===== src/rtl/abort_dec_pkg.sv =====
package abort_dec_pkg;

    localparam int WORD_W = 32;
    localparam int REG_W  = 4;
    localparam int ERR_W  = 4;
    localparam int AMT_W  = $clog2(WORD_W);

    // Bit positions the decode depends on
    localparam int BIT_PRE   = 24;
    localparam int BIT_UP    = 23;
    localparam int BIT_HIMM  = 22;
    localparam int BIT_WB    = 21;
    localparam int BIT_REGOF = 25;

    typedef enum logic [ERR_W-1:0] {
        ERR_NONE       = 4'd0,
        ERR_UNEXPECTED = 4'd1,
        ERR_BASE_PC    = 4'd2,
        ERR_INDEX_PC   = 4'd3,
        ERR_SAME_PRE   = 4'd4,
        ERR_SAME_POST  = 4'd5
    } err_e;

    typedef enum logic [2:0] {
        CLS_NONE,
        CLS_SWAP,
        CLS_HALF,
        CLS_COPROC,
        CLS_WORD_IMM,
        CLS_WORD_REG
    } xfer_cls_e;

    typedef enum logic [1:0] {
        SH_LSL = 2'b00,
        SH_LSR = 2'b01,
        SH_ASR = 2'b10,
        SH_ROR = 2'b11
    } shift_e;

    typedef struct packed {
        logic              valid;
        logic [WORD_W-1:0] offset;
        logic              up;
        logic              wb;
        err_e              err;
    } dec_result_t;

endpackage


===== src/rtl/ad_classify.sv =====
module ad_classify
    import abort_dec_pkg::*;
(
    input  logic [WORD_W-1:0] instr,
    output xfer_cls_e         cls
);

    always_comb begin
        cls = CLS_NONE;
        if (instr[27:26] == 2'b01) begin
            cls = instr[BIT_REGOF] ? CLS_WORD_REG : CLS_WORD_IMM;
        end else if (instr[27:25] == 3'b000 && instr[7] && instr[4]) begin
            cls = (instr[6:5] == 2'b00) ? CLS_SWAP : CLS_HALF;
        end else if (instr[27:25] == 3'b110) begin
            cls = CLS_COPROC;
        end
    end

endmodule


===== src/rtl/ad_shifter.sv =====
module ad_shifter #(
    parameter int W     = 32,
    parameter int AMT_W = $clog2(W)
) (
    input  logic [W-1:0]     value,
    input  logic [1:0]       kind,
    input  logic [AMT_W-1:0] amount,
    input  logic             carry,
    output logic [W-1:0]     result
);

    logic [2*W-1:0] doubled;
    logic           zero_amt;

    assign zero_amt = (amount == '0);
    assign doubled  = {value, value} >> amount;

    always_comb begin
        unique case (kind)
            2'b00: result = value << amount;
            2'b01: result = zero_amt ? '0 : (value >> amount);
            2'b10: result = zero_amt ? {W{value[W-1]}}
                                     : W'($signed(value) >>> amount);
            default: result = zero_amt ? {carry, value[W-1:1]}
                                       : doubled[W-1:0];
        endcase
    end

endmodule


===== src/rtl/ad_check.sv =====
module ad_check
    import abort_dec_pkg::*;
(
    input  xfer_cls_e         cls,
    input  logic [WORD_W-1:0] instr,
    input  logic              wb_eff,
    output err_e              err
);

    logic [REG_W-1:0] base_r;
    logic [REG_W-1:0] index_r;
    logic             pre;
    logic             base_pc;
    logic             index_pc;
    logic             same_reg;
    err_e             same_code;

    assign base_r    = instr[19:16];
    assign index_r   = instr[3:0];
    assign pre       = instr[BIT_PRE];
    assign base_pc   = (base_r == {REG_W{1'b1}});
    assign index_pc  = (index_r == {REG_W{1'b1}});
    assign same_reg  = (base_r == index_r);
    assign same_code = pre ? ERR_SAME_PRE : ERR_SAME_POST;

    always_comb begin
        err = ERR_NONE;
        unique case (cls)
            CLS_NONE: err = ERR_UNEXPECTED;
            CLS_SWAP: begin
                if (!pre || instr[BIT_WB]) err = ERR_UNEXPECTED;
                else if (base_pc)          err = ERR_BASE_PC;
            end
            CLS_WORD_REG: begin
                if (instr[4])                 err = ERR_UNEXPECTED;
                else if (index_pc)            err = ERR_INDEX_PC;
                else if (same_reg && wb_eff)  err = same_code;
            end
            CLS_HALF: begin
                if (!instr[BIT_HIMM]) begin
                    if (index_pc)                err = ERR_INDEX_PC;
                    else if (same_reg && wb_eff) err = same_code;
                end
            end
            default: err = ERR_NONE;
        endcase
    end

endmodule


===== src/rtl/abort_offset_decoder.sv =====
module abort_offset_decoder
    import abort_dec_pkg::*;
(
    input  logic              clk,
    input  logic              rst_n,
    input  logic              in_valid,
    input  logic [WORD_W-1:0] instr,
    input  logic [WORD_W-1:0] index_val,
    input  logic              carry_in,
    output logic              out_valid,
    output logic [WORD_W-1:0] offset,
    output logic              up,
    output logic              wb,
    output logic [ERR_W-1:0]  err
);

    xfer_cls_e         cls;
    err_e              err_c;
    logic              wb_eff;
    logic              force_wb;
    logic [WORD_W-1:0] shifted;
    logic [WORD_W-1:0] off_c;
    dec_result_t       res_d;
    dec_result_t       res_q;

    ad_classify i_classify (
        .instr (instr),
        .cls   (cls)
    );

    ad_shifter #(.W(WORD_W), .AMT_W(AMT_W)) i_shifter (
        .value  (index_val),
        .kind   (instr[6:5]),
        .amount (instr[11:7]),
        .carry  (carry_in),
        .result (shifted)
    );

    // Post-indexed single transfers always write back
    assign force_wb = (cls == CLS_HALF) || (cls == CLS_WORD_IMM) || (cls == CLS_WORD_REG);
    assign wb_eff   = instr[BIT_WB] | (force_wb & ~instr[BIT_PRE]);

    ad_check i_check (
        .cls    (cls),
        .instr  (instr),
        .wb_eff (wb_eff),
        .err    (err_c)
    );

    always_comb begin
        off_c = '0;
        unique case (cls)
            CLS_HALF:     off_c = instr[BIT_HIMM] ? WORD_W'({instr[11:8], instr[3:0]}) : index_val;
            CLS_COPROC:   off_c = WORD_W'({instr[7:0], 2'b00});
            CLS_WORD_IMM: off_c = WORD_W'(instr[11:0]);
            CLS_WORD_REG: off_c = shifted;
            default:      off_c = '0;
        endcase
    end

    always_comb begin
        res_d       = res_q;
        res_d.valid = in_valid;
        if (in_valid) begin
            res_d.offset = off_c;
            res_d.up     = instr[BIT_UP];
            res_d.wb     = wb_eff;
            res_d.err    = err_c;
        end
    end

    always_ff @(posedge clk) begin
        if (!rst_n) begin
            res_q <= '0;
        end else begin
            res_q <= res_d;
        end
    end

    assign out_valid = res_q.valid;
    assign offset    = res_q.offset;
    assign up        = res_q.up;
    assign wb        = res_q.wb;
    assign err       = res_q.err;

endmodule


===== config.mk =====
export PLATFORM = sky130hd
export DESIGN_NAME = abort_offset_decoder
export DESIGN_NICKNAME = d
export VERILOG_FILES = /design/src/rtl/abort_dec_pkg.sv /design/src/rtl/ad_classify.sv /design/src/rtl/ad_shifter.sv /design/src/rtl/ad_check.sv /design/src/rtl/abort_offset_decoder.sv
export SDC_FILE = /design/constraint.sdc
export NUM_CORES = 1
export LEC_CHECK = 0
export ABC_AREA = 1
export BUFFER_PORTS_ARGS = -buffer_cell sky130_fd_sc_hd__buf_2
export CORE_ASPECT_RATIO = 1.1
export CORE_MARGIN = 2
export CORE_UTILIZATION = 43
export CTS_BUF_LIST = sky130_fd_sc_hd__clkbuf_16
export CTS_CLUSTER_DIAMETER = 100
export DETAILED_ROUTE_END_ITERATION = 10
export GPL_ROUTABILITY_DRIVEN = 0
export PLACE_DENSITY = 0.73
export SYNTH_ARGS = -nofsm -noshare
export SYNTH_HDL_FRONTEND = slang
export SYNTH_SLANG_ARGS = --single-unit

===== constraint.sdc =====
create_clock -name clk -period 2.9 [get_ports clk]
set_input_delay 0.29 -clock clk [delete_from_list [all_inputs] [get_ports clk]]
set_output_delay 0.29 -clock clk [all_outputs]
set_load 0.01 [all_outputs]

Word level (Yosys, flattened, before mapping)
Index checks and enable logic that the tools add are counted.

Multiplexer cells: 19. Equal/unequal tests: 12. Shifts and indexed selects: 4. Bitwise operators: 3. Reductions and logical operators: 11.

Operators by type and width (number): 2-to-1 mux 32 bit (4); one-hot mux 32 bit (4 select lines) (1); one-hot mux 32 bit (3 select lines) (1); >> shifter 64 x 5 -> 32 bit (1); left shift 32 x 5 -> 32 bit (1); >> shifter 32 x 5 -> 32 bit (1); >>> shifter 32 x 5 -> 32 bit (1); 2-to-1 mux 4 bit (5); one-hot mux 4 bit (4 select lines) (1); equality test 3 bit (second input constant) (3); equality test 4 bit (second input constant) (2); equality test 3 x 2 -> 1 bit (second input constant) (2); zero test 3 bit (2); 2-to-1 mux 2 bit (3); 2-to-1 mux 3 bit (2); zero test 5 bit (1); equality test 2 x 1 -> 1 bit (second input constant) (2); equality test 4 bit (1); equality test 3 x 1 -> 1 bit (second input constant) (1); logical AND 1 bit (3); logical OR 1 bit (3); equality test 2 bit (second input constant) (1); zero test 2 bit (1); 2-to-1 mux 1 bit (2); other kinds (4) (4).

Flip-flop bits (word level): 39. Bits of input ports: 68. Output and inout port bits: 39.

Depth between registers and ports, before layout
Gate-level depths: netlist of run 1.

Depth in word-level cells: 15. Depth in mapped cells: 18. Gate-level depth less buffers: 17.

Cells and area by module
A second synthesis of run 1 with hierarchy kept.

Cell total of the unflattened synthesis: 1513. Area, all modules: 7455.9 um2.

By module, submodules not included: ad_shifter (seq. area each 0.0 um2, times used 1, area an instance 4958.5 um2, cells an instance 1085); abort_offset_decoder (seq. area each 780.7 um2, times used 1, area an instance 2164.6 um2, cells an instance 353); ad_check (seq. area each 0.0 um2, times used 1, area an instance 246.5 um2, cells an instance 54); ad_classify (seq. area each 0.0 um2, times used 1, area an instance 86.3 um2, cells an instance 21).

Least setup slack after synthesis of run 1
Ideal clock, no wire load.

Path type: input-to-reg. Start point: input instr[7]. End point: register res_q (netlist bit offset[9]). Slack: 1.228 ns. Stages on the path: 15. Buffers on the path: 2. Data arrival time: 1.538 ns. Cell sequence: buf_6 inv_6 buf_12 nand2_2 nand3_1 nand3_1 nand3_1 nand3_1 nand2_1 o21bai_1 nand2_1 nand3_1 nand2_1 nand2_1 a21oi_1.

Cells in the longest elaborated chain, start to end: 6. Elaborated cells on any way between the ends: 18. Classes of those cells: eq/ne: 4; shift: 4; mux: 7; reduce/logical: 3.

RTL lines: from (decl) (line abort_offset_decoder.sv:7) `input logic [WORD_W-1:0] instr,`; branches (longest 5 deep; another with >> shifter 64 x 5 -> 32 bit); one-hot mux 32 bit (4 select lines) (*) (line abort_offset_decoder.sv:52) `unique case (cls)`; to (signal assigned) (line abort_offset_decoder.sv:76) `res_q <= res_d;`; to (decl) (line abort_offset_decoder.sv:24) `dec_result_t res_q;`.

Every way passes the cells marked *. A chain may end at the register's enable or synchronous reset.

Final worst setup path of run 1
Start point: input instr[8]. End point: register res_q (netlist bit offset[29]).

Cells in the longest elaborated chain, start to end: 4. Elaborated cells on any way between the ends: 10. Classes of those cells: shift: 4; mux: 5; reduce/logical: 1.

RTL lines: >> shifter 64 x 5 -> 32 bit (tied with other cells) (line ad_shifter.sv:16) `assign doubled = {value, value} >> amount;`; 2-to-1 mux 32 bit, on equally long branches (line ad_shifter.sv:24, ad_shifter.sv:21, ad_shifter.sv:22); one-hot mux 32 bit (3 select lines) (*) (line ad_shifter.sv:19) `unique case (kind)`; one-hot mux 32 bit (4 select lines) (*) (line abort_offset_decoder.sv:52).

Every way passes the cells marked *; elsewhere a longest branch is shown, timed or not.

==> flow_metrics.py, run 1 <==
metrics = {
    "outcome": {
        "status": "complete, but fails checks",
        "violations": "DRC",
    },
    "grt": {
        "grt_pass1_vias": 8912,
        "grt-ovfl-total": 0,
        "grt_pass1_wl_um": 48100,
        "grt_antenna_before_repair": 0,
        "grt_max_degree": 82,
        "grt_usage_pct": 33.5,
    },
    "logic_synthesis": {
        "synthCells": 1402,
        "ys_ff_latch": 38,
        "synth_top_area_share_pct": 27.5,
        "yosysWarnings": 0,
        "synth_area_leaders": "nand3_1 27%, nand2_1 26%, dfxtp_1 11%",
        "synth_top_cell_by_area": "nand3_1",
        "netlist_area_um2": 7230,
        "netlist-cell-type-count": 46,
        "avgSynthCellArea_um2": 5.15,
        "synth_nets": 1470,
        "yosysSeqAreaShare_pct": 10.5,
    },
    "cells_and_area": {
        "area_growth_pct": 8.59,
        "antenna_cells": 0,
        "fill_cells": 1796,
        "layout-drive-gt1-share_pct": 13.6,
        "nets": 1507,
        "multi_input_area_um2": 5700,
        "register_area_um2": 761,
    },
    "drt": {
        "wire_per_inst_um": 19.0,
        "dr.pass1.iters": 11,
        "dr.first_iter.drc_count": 1830,
        "viasPerCell": 6.37,
        "ant_nets": 0,
        "vias": 10465,
        "drc": 1,
        "routed_wl_um": 31200,
    },
    "timing": {
        "slew_headroom_pct": 50.7,
        "drv_slew": 0,
        "max_freq_mhz": 428,
        "tightest_slew_ps": 737,
        "skew_ps": 0,
        "holdWs_ps": 238,
        "setup_violations": 0,
        "period_needed_ps": 2340,
        "fin_setup_tns_ps": 0,
        "rsz0062_at_grt": "false",
        "finalHoldViolations": 0,
        "period_share_pct": 80.6,
    },
    "clock_network": {
        "insertion_delay_ps": 270,
        "cts.path.max_buffers": 2,
        "cts.clk_slew.worst_paths_ps": 60,
        "cts_made_buffers": 5,
        "htree_levels": 2,
        "cts_tree": "built",
        "post_cts_resized": 0,
        "post_cts_buffers": 0,
        "clock_sinks": 38,
        "cts-root-buf": "clkbuf_16",
        "cts_hold_buf": 0,
    },
    "setup_path": {
        "regToRegSetupSlack_ps": 2250,
        "end_kind": "register",
        "cp_max_fo": 22,
        "crit_required_ps": 3100,
        "crit_type": "input pin to register",
        "r2r-end": "offset[6]$_SDFFE_PN0P_",
        "start_kind": "input pin",
        "crit_arrival_ps": 2540,
        "reg2reg_depth": 2,
        "worstReg2RegStart": "offset[6]$_SDFFE_PN0P_",
    },
    "place": {
        "dp_hpwl_um": 22900,
        "io_buffers": 96,
    },
    "min_path": {
        "holdCritStartpoint": "rst_n",
        "min_path_cells": 3,
        "min_delay_worst_endpoint": "out_valid$_SDFF_PN0_",
        "hold_class": "input pin to register",
    },
    "power": {
        "p_total_mw": 2.30,
        "peakVddDrop_mv": 0.281,
        "power.density_nw_per_um2": 292,
        "p_leak_nw": 3.92,
    },
    "floorplan": {
        "fp.dieArea_um2": 17900,
        "rows": 49,
        "initial_utilization_pct": 44.0,
        "die_w_um": 128,
        "die_h_um": 140,
        "core_area_um2": 16400,
        "io_pins": 107,
    },
    "run": {
        "drv_cap": 0,
    },
}
[cell type report]
cell class | instances | area share (%)
Clock inverter | 3 | 0.159
Clock buffer | 5 | 1.59
Tap cell | 204 | 3.25
Multi-Input combinational cell | 1210 | 72.6
Timing Repair Buffer | 125 | 9.69
Sequential cell | 38 | 9.69
Inverter | 59 | 2.98
[sequential cells by signal (all words and copies together), names as in the netlist]
| signal | count |
|---|---|
| offset | 32 |
| err | 3 |
| out_valid | 1 |
| up | 1 |
| wb | 1 |
[cell usage in the layout (no fill, tap or decap), types with 2 or more instances in the layout]
| cell | n |
|---|---|
| o21ai_0 | 29 |
| clkinv_1 | 5 |
| nor2_1 | 67 |
| nand3_2 | 12 |
| nand4_1 | 9 |
| nand3_1 | 397 |
| buf_12 | 5 |
| a21oi_2 | 3 |
| nor2_4 | 3 |
| xor2_1 | 3 |
| nor2_2 | 3 |
| inv_2 | 6 |
| o21bai_1 | 10 |
| clkbuf_16 | 5 |
| o21ai_1 | 23 |
| o211ai_1 | 13 |
| o2111ai_1 | 6 |
| and2_1 | 8 |
| and2_4 | 2 |
| a22oi_1 | 3 |
| buf_2 | 96 |
| o22ai_1 | 9 |
| nand3b_1 | 2 |
| inv_1 | 46 |
| dfxtp_1 | 38 |
| inv_4 | 3 |
| buf_4 | 24 |
| a21oi_1 | 59 |
| or2_2 | 2 |
| nand3_4 | 2 |
| nand2_2 | 25 |
| nand2_1 | 505 |
| a221oi_1 | 5 |
[per-stage QoR]
stage / std cells / utilization, % / instance area, um^2 / setup WS, ps
4_1_cts: 1644 / 47.8 / 7850 / 799
3_5_place_dp: 1636 / 46.9 / 7710 / 516
3_3_place_gp: 1636 / 46.9 / 7710 / 552
6_report: 1644 / 47.8 / 7850 / 564
5_1_grt: 1644 / 47.8 / 7850 / 438
2_1_floorplan: 1402 / - / 7230 / 1230
[power by group]
| group | switching (mW) | internal (mW) |
|---|---|---|
| registers | 0.00671 | 0.537 |
| logic | 0.871 | 0.375 |
| clock network | 0.196 | 0.310 |
[worst max path at each step]
| stage | startpoint | endpoint | slack [ps] | depth (start not counted) |
|---|---|---|---|---|
| final | instr[8] | offset[29]$_SDFFE_PN0P_ | 560 | 16 |
| after global routing | instr[8] | offset[29]$_SDFFE_PN0P_ | 440 | 16 |
| after CTS | instr[8] | offset[29]$_SDFFE_PN0P_ | 800 | 16 |
| after global placement | instr[8] | offset[31]$_SDFFE_PN0P_ | 550 | 13 |
| after floorplan | instr[7] | offset[9]$_SDFFE_PN0P_ | 1230 | 15 |
| after detailed placement | instr[8] | offset[29]$_SDFFE_PN0P_ | 520 | 16 |
[per-layer routing]
layer | routed length [um] | GRT usage [%]
met1 | 11100 | 43.3
met2 | 12600 | 49.3
met3 | 4450 | 7.91
met4 | 3030 | 22.8
met5 | 0 | 0
[cells by family after synthesis]
logic type	share of synthesized area [%]
compound gates	13.3
xor+xnor	0.485
buf+inv	10.6
flops	10.5
mux	0.450
other cells	0.0519
simple gates	64.5
[synth_stat cells (all sizes together)]
master   number
nand2       531
nand3       411
nor2         73
buf          70
a21oi        62
inv          55
o21ai        53
dfxtp        38
clkbuf       25
o211ai       13
and2         10
o21bai       10
nand4         9
o22ai         9
o2111ai       6
a221oi        5
clkinv        4
a22oi         3
xor2          3
mux2i         2
nand3b        2
or2           2
a211oi        1
conb          1
nor3          1
o21a          1
o32ai         1
xnor2         1
[worst max-delay path, stage by stage]
cell,delay (ps)
buf_2,290
nor2_2,110
nand3_4,90
buf_4,280
nand2_1,100
inv_2,70
nand2_2,80
inv_2,240
nand2_1,80
o21ai_0,80
nor2_1,60
nand3_1,70
nand3_1,220
o21ai_1,250
nand2_1,90
a21oi_1,130
Note: power is estimated with default switching activity, not from simulation.
==> run 2: changes to the inputs <==
--- a/config.mk
+++ b/config.mk
@@ -14,7 +14,7 @@
 export CTS_CLUSTER_DIAMETER = 100
 export DETAILED_ROUTE_END_ITERATION = 10
 export GPL_ROUTABILITY_DRIVEN = 0
-export PLACE_DENSITY = 0.73
+export PLACE_DENSITY = 0.75
 export SYNTH_ARGS = -nofsm -noshare
 export SYNTH_HDL_FRONTEND = slang
 export SYNTH_SLANG_ARGS = --single-unit
==> constraint.sdc (replaced) <==
create_clock -name clk -period 1.9 [get_ports clk]
set_input_delay 0.19 -clock clk [delete_from_list [all_inputs] [get_ports clk]]
set_output_delay 0.19 -clock clk [all_outputs]
set_load 0.01 [all_outputs]
==> run 2 against run 1 <==
The flow still finishes with violations (DRC). Setup slack lost 530 ps. Sequential cell count is the same. Combinational power grew 72%. Non-clock buffer count grew 85. Sequential share of layout area shrank 1.0 points. Critical endpoint is now offset[23]$_SDFFE_PN0P_. Largest cell class unchanged.
==> flow_metrics.py, run 2 (synthesized netlist as in run 1, its figures left out) <==
metrics = {
    "drt": {
        "vias": 11113,
        "dr.pass1.iters": 11,
        "dr.first_iter.drc_count": 1899,
        "ant_nets": 0,
        "highest_layer": "met4",
        "wl_met3_um": 5180,
        "met2WireLength_um": 13600,
        "routed_wl_um": 33400,
        "wire_per_inst_um": 19.3,
        "wl_met1_um": 11400,
        "drc": 9,
        "viasPerCell": 6.43,
    },
    "outcome": {
        "status": "complete, but fails checks",
        "violations": "DRC",
    },
    "grt": {
        "grt_max_degree": 55,
        "grt_usage_pct": 36.4,
        "grt-ovfl-total": 0,
        "grt_pass1_vias": 9833,
        "grt_antenna_before_repair": 0,
        "grt_pass1_wl_um": 51900,
    },
    "floorplan": {
        "io_pins": 107,
        "core_area_um2": 16400,
        "die_h_um": 140,
        "initial_utilization_pct": 44.0,
        "die_w_um": 128,
        "rows": 49,
        "fp.dieArea_um2": 17900,
    },
    "setup_path": {
        "crit_type": "input pin to register",
        "crit_arrival_ps": 1990,
        "cp_max_fo": 14,
        "start_kind": "input pin",
        "crit_required_ps": 2030,
        "regToRegSetupSlack_ps": 1230,
        "end_kind": "register",
    },
    "timing": {
        "skew_ps": 0,
        "finalHoldViolations": 0,
        "slew_headroom_pct": 36.8,
        "drv_slew": 0,
        "setup_violations": 0,
        "rsz0062_at_grt": "true",
        "tightest_slew_ps": 942,
        "period_share_pct": 98.0,
        "period_needed_ps": 1860,
        "max_freq_mhz": 537,
    },
    "cells_and_area": {
        "antenna_cells": 0,
        "area_growth_pct": 21.5,
        "mostFrequentLayoutCells": "500 x nand2_1, 386 x nand3_1, 95 x buf_2, 95 x buf_4, 65 x nor2_1",
        "final_common_cell": "nand2_1",
        "largest_reg_flops": 32,
        "nets": 1592,
        "fin_cells": 1729,
        "layout-drive-gt1-share_pct": 20.0,
    },
    "power": {
        "p_total_mw": 3.91,
        "p_leak_nw": 4.41,
        "power.density_nw_per_um2": 445,
        "peakVddDrop_mv": 0.502,
    },
    "min_path": {
        "hold_class": "input pin to register",
    },
    "run": {
        "drv_cap": 0,
    },
    "clock_network": {
        "insertion_delay_ps": 280,
        "cts_tree": "built",
        "cts-root-buf": "clkbuf_16",
        "clock_sinks": 38,
        "cts_made_buffers": 5,
        "cts.clk_slew.worst_paths_ps": 60,
        "cts.path.max_buffers": 2,
        "htree_levels": 2,
        "cts_hold_buf": 0,
    },
    "place": {
        "dp_cells": 1720,
        "io_buffers": 96,
        "dp_hpwl_um": 24900,
    },
}
==> run 2: cell count changes in the layout (fill, tap and decap cells not counted), sizes merged <==
cell,change
clkinvlp,+2
buf,+84
clkbuf,+1
bufinv,+1
inv,-1
clkinv,-2
==> run 2: worst paths after layout <==
path / to / start / cells after the start
max: offset[23]$_SDFFE_PN0P_ / instr[7] / 16
min: out_valid$_SDFF_PN0_ / rst_n / 3
max reg2reg: offset[30]$_SDFFE_PN0P_ / offset[30]$_SDFFE_PN0P_ / 2
min reg2reg: offset[18]$_SDFFE_PN0P_ / offset[18]$_SDFFE_PN0P_ / 2
==> run 2: layout make-up <==
type | instances | area (um^2)
clock buffer | 5 | 125
clock inverter | 3 | 45.0
fill | 1682 | 7650
inverter | 59 | 236
multi-input combinational | 1210 | 5810
sequential | 38 | 761
tap | 204 | 255
timing repair buffer | 210 | 1550
==> run 2: routing by layer <==
| layer | up-vias | GRT usage (%) |
|---|---|---|
| li1 | 4980 | - |
| met1 | 4722 | 45.1 |
| met2 | 1098 | 54.2 |
| met3 | 313 | 11.9 |
| met4 | 0 | 22.7 |
| met5 | - | 0 |
==> run 2: metrics by stage <==
step                      hold WS (ps)  setup WS [ps]  instance area (um^2)  utilization [%]  setup TNS, ps
after floorplan                    288            328                  7230                -              0
after global placement             402           -128                  8480             51.6          -1980
after detailed placement           411           -150                  8480             51.6          -2910
after CTS                          123            132                  8650             52.6              0
after global routing               157          -65.2                  8780             53.4           -245
final                              127           38.0                  8780             53.4              0
==> run 2: report_power, final <==
part / leakage, nW / total, mW / switching [mW] / internal (mW)
sequential: 0.308 / 0.830 / 0.0110 / 0.819
clock: 0.0760 / 0.934 / 0.316 / 0.618
combinational: 4.02 / 2.15 / 1.42 / 0.722
total: 4.41 / 3.91 / 1.75 / 2.16
==> run 2: critical path, stage by stage <==
cell      delay (ps)
clkbuf_4         170
buf_12           170
nor2_4            50
nand3_4          130
nand2_2           90
buf_4            150
inv_4            120
nand2_1           80
nand2_2          120
o21ai_0          100
nor3_1           210
nand2_1           90
nand2_1          130
nand2_1           70
nand2_1           60
a21oi_1           60
==> run 2: timing repair <==
action | in CTS | in global routing
setup endpoints to repair | 0 | 20
resized for setup | 0 | 31
setup buffers | 0 | 1
==> run 3: changes to the inputs <==
--- a/config.mk
+++ b/config.mk
@@ -14,6 +14,7 @@
 export CTS_CLUSTER_DIAMETER = 100
 export DETAILED_ROUTE_END_ITERATION = 10
 export GPL_ROUTABILITY_DRIVEN = 0
+export MAX_ROUTING_LAYER = met4
 export PLACE_DENSITY = 0.75
 export SYNTH_ARGS = -nofsm -noshare
 export SYNTH_HDL_FRONTEND = slang
==> run 3 against run 2 <==
The run still ends with DRC left. Critical path type unchanged. Final area is 0.36% lower. Critical path depth is 1 lower. Largest cell class unchanged. Sequential share of layout area hardly changed. Combinational power hardly changed. Maximum frequency is 0.17% higher. Via count hardly changed. First-iteration DRC count is 18% higher. Total power hardly changed.
==> flow_metrics.py, run 3 (synthesized netlist as in run 1, its figures left out) <==
metrics = {
    "grt": {
        "grt_usage_pct": 37.4,
        "grt_pass1_vias": 9780,
        "grt-ovfl-total": 0,
        "grt_max_degree": 55,
        "grt_antenna_before_repair": 0,
        "grt_pass1_wl_um": 51700,
    },
    "clock_network": {
        "cts_tree": "built",
        "cts_made_buffers": 5,
        "post_cts_buffers": 0,
        "htree_levels": 2,
        "cts.path.max_buffers": 2,
        "clock_sinks": 38,
        "cts-root-buf": "clkbuf_16",
        "insertion_delay_ps": 280,
        "cts.clk_slew.worst_paths_ps": 60,
    },
    "drt": {
        "routed_wl_um": 34000,
        "dr.pass1.iters": 11,
        "ant_nets": 0,
        "viasPerCell": 6.43,
        "vias": 11117,
        "wire_per_inst_um": 19.6,
        "drc": 12,
        "dr.first_iter.drc_count": 2249,
    },
    "timing": {
        "tightest_slew_ps": 937,
        "drv_slew": 0,
        "max_freq_mhz": 538,
        "finalHoldViolations": 0,
        "period_needed_ps": 1860,
        "rsz0062_at_grt": "true",
        "slew_headroom_pct": 37.1,
        "skew_ps": 0,
        "setup_violations": 0,
        "period_share_pct": 97.8,
    },
    "power": {
        "power.density_nw_per_um2": 447,
        "cell_internal_pwr_mw": 2.15,
        "seqPwrFrac_pct": 21.2,
        "p_leak_nw": 4.40,
        "p_switching_mw": 1.76,
        "p_clk_share_pct": 23.9,
        "peakVddDrop_mv": 0.501,
        "p_sw_share_pct": 44.9,
        "p_comb_share_pct": 54.9,
    },
    "place": {
        "io_buffers": 96,
        "dp_hpwl_um": 24900,
        "place_area_um2": 8480,
        "dp_cells": 1720,
    },
    "setup_path": {
        "crit_arrival_ps": 1990,
        "cp_max_fo": 14,
        "end_kind": "register",
        "path_cells": "buf_6 > buf_12 > nand2_2 > buf_4 > nand3_1 > nand3_1 > nand3_1 > nand3_1 > o211ai_1 > nor2_1 > nand2_1 > nand2_1 > nand2_1 > nand2_1 > a21oi_1",
        "cp_slowest_cell": "nor2_1",
        "worst-path-buf-inv": 3,
        "crit_family": "simple AND/OR/NAND/NOR gates",
        "regToRegSetupSlack_ps": 1230,
        "crit_type": "input pin to register",
        "start_kind": "input pin",
        "slowest_delay_ps": 190,
        "crit_required_ps": 2030,
    },
    "floorplan": {
        "core_area_um2": 16400,
        "rows": 49,
        "io_pins": 107,
        "fp.dieArea_um2": 17900,
        "initial_utilization_pct": 44.0,
        "die_w_um": 128,
        "die_h_um": 140,
    },
    "outcome": {
        "status": "complete, but fails checks",
        "violations": "DRC",
    },
    "cells_and_area": {
        "largest_reg_flops": 32,
        "antenna_cells": 0,
        "nets": 1592,
        "fill_cells": 1687,
        "area_growth_pct": 21.1,
        "fin_area_um2": 8750,
        "mostFrequentLayoutCells": "502 x nand2_1, 388 x nand3_1, 95 x buf_2, 95 x buf_4, 66 x nor2_1",
        "final_common_cell": "nand2_1",
        "fin_cells": 1729,
        "layout-drive-gt1-share_pct": 19.7,
    },
    "run": {
        "drv_cap": 0,
    },
    "min_path": {
        "hold_class": "input pin to register",
    },
}
run 3: changes by cell type in the layout (fill, tap and decap cells not counted), sizes merged:
cell    delta
clkbuf     -1
clkinv     +1
run 3: worst min-delay path: cells and delay by family:
family        cells  cell delay, ps
buf+inv           2             140
simple gates      1              50
run 3: cell type report:
cell class / instances / area [um^2] / area share (%)
Inverter: 59 / 241 / 2.76
Timing Repair Buffer: 209 / 1540 / 17.6
Sequential cell: 38 / 761 / 8.69
Clock buffer: 5 / 125 / 1.43
Multi-Input combinational cell: 1210 / 5770 / 66.0
Timing Repair inverter: 1 / 8.76 / 0.100
Clock inverter: 3 / 45.0 / 0.515
Tap cell: 204 / 255 / 2.92
run 3: final timing paths:
kind	start	to	cells after the start
setup reg to reg	offset[30]$_SDFFE_PN0P_	offset[30]$_SDFFE_PN0P_	2
hold / removal	rst_n	out_valid$_SDFF_PN0_	3
hold reg to reg	offset[18]$_SDFFE_PN0P_	offset[18]$_SDFFE_PN0P_	2
setup / recovery	instr[7]	offset[19]$_SDFFE_PN0P_	15
run 3: what timing repair did:
item	CTS	global route
hold buffers	0	0
setup endpoints to repair	0	21
gates resized for setup	0	25
run 3: metal layers:
| metal | routed length [um] | share of wire (%) | track usage, % | vias up |
|---|---|---|---|---|
| met5 | 0 | 0 | - | - |
| met4 | 3260 | 9.6 | 22.2 | 0 |
| met3 | 5370 | 16 | 11.5 | 316 |
| met2 | 13700 | 40 | 54.2 | 1112 |
| met1 | 11600 | 34 | 45.2 | 4708 |
| li1 | - | - | - | 4981 |
run 3: power by group through the flow:
stage | logic [mW] | clock network, mW | registers (mW)
6_report | 2.15 | 0.934 | 0.830
5_1_grt | 2.28 | 0.993 | 0.833
4_1_cts | 1.98 | 0.946 | 0.830
3_5_place_dp | 1.97 | 0 | 0.847
3_3_place_gp | 1.95 | 0 | 0.847
2_1_floorplan | 1.28 | 0 | 0.857
run 3: through the flow:
| stage | hold slack [ps] | power, mW | setup TNS, ps | worst slack (ps) | util, % |
|---|---|---|---|---|---|
| floorplan | 288 | 2.14 | 0 | 328 | - |
| global placement | 402 | 2.79 | -1980 | -128 | 51.6 |
| detailed placement | 411 | 2.82 | -2910 | -150 | 51.6 |
| CTS | 123 | 3.76 | 0 | 132 | 52.6 |
| global route | 155 | 4.10 | -146 | -45.7 | 53.3 |
| finish | 127 | 3.91 | 0 | 41.1 | 53.3 |
